`src/rtl/dsfd_pkg.sv`:
```
package dsfd_pkg;

    // Meaning of the one-bit phase-quantizer decision
    typedef enum logic {
        PQ_SUB = 1'b0,
        PQ_ADD = 1'b1
    } pq_pol_e;

    // Width of the signed sum that carries frequency word plus feedback
    function automatic int sum_width(input int frac_w, input int gain_w);
        return ((frac_w > gain_w) ? frac_w : gain_w) + 2;
    endfunction

endpackage

```
`src/rtl/dsfd_scaler.sv`:
```
module dsfd_scaler
    import dsfd_pkg::*;
#(
    parameter int FRAC_W = 20,
    parameter int GAIN_W = 15,
    localparam int SUM_W = sum_width(FRAC_W, GAIN_W)
) (
    input  logic                    pq_bit,
    input  logic [FRAC_W-1:0]       frac_word,
    input  logic [GAIN_W-1:0]       pq_gain,
    output logic signed [SUM_W-1:0] sum
);

    logic signed [SUM_W-1:0] frac_ext;
    logic signed [SUM_W-1:0] gain_ext;
    pq_pol_e                 pol;

    always_comb begin
        frac_ext = {{(SUM_W-FRAC_W){1'b0}}, frac_word};
        gain_ext = {{(SUM_W-GAIN_W){1'b0}}, pq_gain};
        pol      = pq_pol_e'(pq_bit);
        sum      = (pol == PQ_ADD) ? (frac_ext + gain_ext) : (frac_ext - gain_ext);
    end

endmodule

```
`src/rtl/dsfd_mash11.sv`:
```
module dsfd_mash11 #(
    parameter int SUM_W  = 22,
    parameter int RES_W  = 14,
    parameter int CODE_W = 6
) (
    input  logic                    clk,
    input  logic                    rst,
    input  logic signed [SUM_W-1:0] sum,
    output logic [CODE_W-1:0]       word
);

    logic [RES_W-1:0]        acc1, acc2;
    logic                    c2_d;
    logic [RES_W:0]          s1, s2;
    logic [RES_W-1:0]        resid;
    logic signed [SUM_W-1:0] whole;
    logic signed [SUM_W-1:0] offset;
    logic signed [SUM_W-1:0] word_wide;
    logic [CODE_W-1:0]       whole_low;

    always_comb begin
        resid     = sum[RES_W-1:0];
        whole     = sum >>> RES_W;
        whole_low = whole[CODE_W-1:0];
        s1        = {1'b0, acc1} + {1'b0, resid};
        s2        = {1'b0, acc2} + {1'b0, s1[RES_W-1:0]};
        offset    = SUM_W'(s1[RES_W]) + SUM_W'(s2[RES_W]) - SUM_W'(c2_d);
        word_wide = whole + offset;
    end

    always_ff @(posedge clk) begin
        if (rst) begin
            acc1 <= '0;
            acc2 <= '0;
            c2_d <= 1'b0;
            word <= '0;
        end else begin
            acc1 <= s1[RES_W-1:0];
            acc2 <= s2[RES_W-1:0];
            c2_d <= s2[RES_W];
            word <= word_wide[CODE_W-1:0];
        end
    end

    // registered word stays within -1..+2 of the prior whole-step input
    a_r3_offset_range: assert property (@(posedge clk) disable iff (rst)
        !$past(rst) |->
        ((CODE_W'(word - $past(whole_low)) <= CODE_W'(2)) ||
         (CODE_W'(word - $past(whole_low)) == {CODE_W{1'b1}})));

    // no residue and clear state give the whole-step value exactly
    a_r7_no_dither: assert property (@(posedge clk) disable iff (rst)
        (!$past(rst) && $past(resid) == '0 && $past(acc1) == '0 &&
         $past(acc2) == '0 && !$past(c2_d)) |-> (word == $past(whole_low)));

endmodule

```
`src/rtl/dsfd_phase_acc.sv`:
```
module dsfd_phase_acc #(
    parameter int CODE_W = 6
) (
    input  logic              clk,
    input  logic              rst,
    input  logic [CODE_W-1:0] word,
    output logic [CODE_W-1:0] code,
    output logic              wrap
);

    logic [CODE_W:0] nxt;

    always_comb nxt = {1'b0, code} + {1'b0, word};

    always_ff @(posedge clk) begin
        if (rst) begin
            code <= '0;
            wrap <= 1'b0;
        end else begin
            code <= nxt[CODE_W-1:0];
            wrap <= nxt[CODE_W];
        end
    end

    // reset clears the accumulator and the select
    a_r1_reset_clear: assert property (@(posedge clk)
        rst |=> (code == '0 && !wrap));

    // a wrap makes the code move backwards
    a_r6_wrap_drops: assert property (@(posedge clk) disable iff (rst)
        (!$past(rst) && wrap) |-> (code < $past(code)));

    // no wrap means the code does not move backwards
    a_r6_hold_rises: assert property (@(posedge clk) disable iff (rst)
        (!$past(rst) && !wrap) |-> (code >= $past(code)));

endmodule

```
`src/rtl/dsfd_ctrl.sv`:
```
module dsfd_ctrl
    import dsfd_pkg::*;
#(
    parameter int FRAC_W = 20,
    parameter int GAIN_W = 15,
    parameter int CODE_W = 6,
    localparam int RES_W = FRAC_W - CODE_W,
    localparam int SUM_W = sum_width(FRAC_W, GAIN_W)
) (
    input  logic              clk,
    input  logic              rst,
    input  logic              pq_bit,
    input  logic [FRAC_W-1:0] frac_word,
    input  logic [GAIN_W-1:0] pq_gain,
    output logic [CODE_W-1:0] ctrl_word,
    output logic              dmd_sel,
    output logic [CODE_W-1:0] pi_code
);

    logic signed [SUM_W-1:0] sum;

    dsfd_scaler #(.FRAC_W(FRAC_W), .GAIN_W(GAIN_W)) u_scaler (
        .pq_bit    (pq_bit),
        .frac_word (frac_word),
        .pq_gain   (pq_gain),
        .sum       (sum)
    );

    dsfd_mash11 #(.SUM_W(SUM_W), .RES_W(RES_W), .CODE_W(CODE_W)) u_mash (
        .clk  (clk),
        .rst  (rst),
        .sum  (sum),
        .word (ctrl_word)
    );

    dsfd_phase_acc #(.CODE_W(CODE_W)) u_acc (
        .clk  (clk),
        .rst  (rst),
        .word (ctrl_word),
        .code (pi_code),
        .wrap (dmd_sel)
    );

    // code advances by the previous word modulo the step count
    a_r5_advance: assert property (@(posedge clk) disable iff (rst)
        !$past(rst) |-> (CODE_W'(pi_code - $past(pi_code)) == $past(ctrl_word)));

endmodule

```
`config.mk`:
```
export PLATFORM = sky130hd
export DESIGN_NAME = dsfd_ctrl
export DESIGN_NICKNAME = d
export VERILOG_FILES = /design/src/rtl/dsfd_pkg.sv /design/src/rtl/dsfd_scaler.sv /design/src/rtl/dsfd_mash11.sv /design/src/rtl/dsfd_phase_acc.sv /design/src/rtl/dsfd_ctrl.sv
export SDC_FILE = /design/constraint.sdc
export NUM_CORES = 1
export LEC_CHECK = 0
export BUFFER_PORTS_ARGS = -buffer_cell sky130_fd_sc_hd__buf_2
export CAP_MARGIN = 20
export CORE_ASPECT_RATIO = 0.8
export CORE_MARGIN = 3
export CORE_UTILIZATION = 50
export DETAILED_ROUTE_END_ITERATION = 12
export HOLD_SLACK_MARGIN = 0.06
export PLACE_DENSITY = 0.76
export RECOVER_POWER = 50
export SLEW_MARGIN = 20
export SYNTH_ARGS = -nofsm -noshare
export SYNTH_HDL_FRONTEND = slang
export SYNTH_SLANG_ARGS = --single-unit
```
`constraint.sdc`:
```
create_clock -name clk -period 21 [get_ports clk]
set_input_delay 3.15 -clock clk [delete_from_list [all_inputs] [get_ports clk]]
set_output_delay 3.15 -clock clk [all_outputs]
set_load 0.03 [all_outputs]
```
==> flow_summary.ini <==
[clocking]
cts_setup_buffers = 0
insertion_delay_ps = 290
clk_pin_slew_ps = 80
cts_tree = done
clockBufferDepth = 2
ctsHoldBuffers = 0
cts-root-buf = clkbuf_8
numCtsBuffers = 5
cts.htree.levels = 2
cts_resized = 0
cts.sinks = 42

[layout]
layout.nets = 633
fin_area_mm2 = 0.00438
syn2layout_area_growth_pct = 10.2
n_antenna_cell = 0
drive_above_1_share_pct = 9.94

[yosys]
synth_seq_area_share_pct = 21.1
synth_edf_count = 0
synth_simple_gate_area_share_pct = 17.8
async_flop_share_pct = 0
synthMuxAreaShare_pct = 0.566
ys_types = 53
syn_nets = 586
synth_top_family_by_area = adder cells
netlist_instances = 476
synth-compound-area-share_pct = 19.8
synthesis.area_mm2 = 0.00398
syn_area_per_cell_um2 = 8.36
synth_adder_area_share_pct = 23.6
synth_warnings = 0
ys.flop_type = dfxtp_1
ys_seq_elements = 42
synth_xor_area_share_pct = 13.3

[worst_setup_path]
max_stage_delay_ps = 340
path_class = in -> reg
worst_setup_path_start_kind = primary input
slowest_stage = ha_1
critPathArrivalTime_ps = 9890
crit_path_end_kind = register
cpMostUsedCell = ha_1
worst-path-max-fanout = 9
cp.required_ps = 21210

[drt]
drc = 0
first_iter_violations = 106
wl_per_cell_um = 12.3
dr_total_vias = 3386
antenna_left = 0
firstDrtPassIters = 5
via_per_inst = 5.39
wirelength_um = 7730

[timing]
slew_headroom_pct = -27.6
fmax_ghz = 0.103
tns_ps = 0
rsz0062_at_grt = no
period_minus_slack_ps = 9680
finalSetupViolCount = 0
skew_ps = 6.81
tightest_slew_ps = 1910
finalHoldViolations = 0
fin_crit_sh_pct = 46.1
drv_slew = 44

[placement]
place.gp.congestion = 0.872
dpl-instance-area_mm2 = 0.00432
portBuffers = 50
dp_hpwl_um = 6380

[floorplanning]
die_area_mm2 = 0.00907
io_pins = 51
die_x_um = 106
die_h_um = 85.8
start_util_pct = 52.6
core_area_mm2 = 0.00757
row_count = 28

[grt]
grt_pass1_wl_um = 13300
grt_max_degree = 44
antenna_found_initial = 0
grtUsageTotal_pct = 17.1
grt_pass1_vias = 3201
grt-ovfl-total = 0

[power_and_ir_drop]
p_per_area_mw_per_mm2 = 162
leakagePower_nw = 2.07
peakVddDrop_uv = 101

[run_status]
violations = capacitance limit, slew limit
status = complete, but fails checks

[run]
cap_violations = 1

[hold_path]
hold_class = reg -> reg
[per-stage QoR]
stage	util (%)	hold slack [ps]	worst slack, ps	instances	total power [mW]
6_report	57.9	592	11320	628	0.711
5_1_grt	57.9	641	10760	628	0.791
4_1_cts	58.2	592	11440	628	0.720
3_5_place_dp	57.1	574	11170	621	0.665
3_3_place_gp	57.1	547	11390	621	0.645
2_1_floorplan	-	536	11610	476	0.569
[power by group]
group	internal (mW)	total (mW)	switching (mW)	leakage, nW
Combinational	0.240	0.532	0.292	1.68
Sequential	0.116	0.129	0.0133	0.349
Clock	0.0224	0.0503	0.0280	0.0438
Total	0.378	0.711	0.333	2.07
[cell type report]
type	instances	area (µm²)
clock buffers	5	68.8
clock inverters	2	10.0
fillers	715	3190
inverters	30	114
multi-input cells	394	2990
flip-flops and latches	42	841
well taps	105	131
repair buffers	50	231
[Yosys cell counts, drive strengths merged (2+ instances only)]
library cell	number	area, µm²
or3	3	18.8
a31o	2	17.5
dfxtp	42	841
o31ai	6	45.0
and2	4	25.0
nor4b	2	47.6
xnor2	38	340
o21ai	16	80.1
nor3	21	105
a21oi	47	235
nand2	15	56.3
xor2	19	166
a21boi	3	22.5
a31oi	8	65.1
nand3	11	55.1
inv	29	109
a211oi	3	22.5
a21o	17	128
o21bai	5	37.5
ha	67	838
and3	4	25.0
nor2	53	201
clkbuf	10	37.5
a2111oi	2	17.5
nor2b	18	113
nand4	2	12.5
mux2	2	22.5
fa	5	100
o21a	5	37.5
[cell families after synthesis]
logic type	Yosys count
AO/OA/AOI/OAI	123
AND/OR/NAND/NOR	139
multiplexers	2
adder cells (fa/ha/maj)	72
XOR/XNOR	58
buffers and inverters	40
flip-flops	42
[worst paths after layout]
check,from,end,slack [ps],depth (start not counted)
hold / removal,u_mash.word[0],u_acc.code[0],590,2
setup reg to reg,u_mash.acc1[0],u_mash.word[5],15530,29
setup / recovery,pq_gain[0],u_mash.word[5],11320,36
hold reg to reg,u_mash.word[0],u_acc.code[0],590,2
[layout by cell type, fill, tap and decap left out, types with 2 or more instances in the layout]
cell type / instances
a2111oi_0: 2
a211oi_1: 3
a21boi_0: 2
a21o_1: 17
a21oi_1: 47
a31o_1: 2
a31oi_1: 7
and2_1: 4
and3_1: 4
buf_2: 35
clkbuf_1: 15
clkbuf_8: 5
clkinv_2: 3
dfxtp_1: 42
fa_1: 5
ha_1: 67
inv_1: 28
mux2_1: 2
nand2_1: 15
nand3_1: 11
nand4_1: 2
nor2_1: 52
nor2b_1: 18
nor3_1: 21
nor4b_4: 2
o21a_1: 5
o21ai_0: 4
o21ai_1: 12
o21bai_1: 5
o31ai_1: 6
or3_1: 3
xnor2_1: 37
xor2_1: 19
[critical path, delay by kind of cell]
kind	cells	cell delay, ps
and+or+nand+nor	10	1230
adders and majority gates	7	1890
buffers and inverters	4	430
xor gates and xnor gates	4	840
AOI/OAI and AO/OA	11	2350
[state kept, by name, summed over array words and instances (netlist names)]
name and count:
u_mash.acc1 14, u_mash.acc2 14, u_mash.c2_d 1, u_mash.word 6, u_acc.code 6, u_acc.wrap 1
[routing by layer]
metal	wire length (µm)	up-vias	global-route usage, %
met3	217	7	2.78
met1	3820	1567	22.9
met5	0	-	0
li1	-	1776	-
met2	3650	36	30.2
met4	35	0	2.12
(Power assumes the default switching activity.)
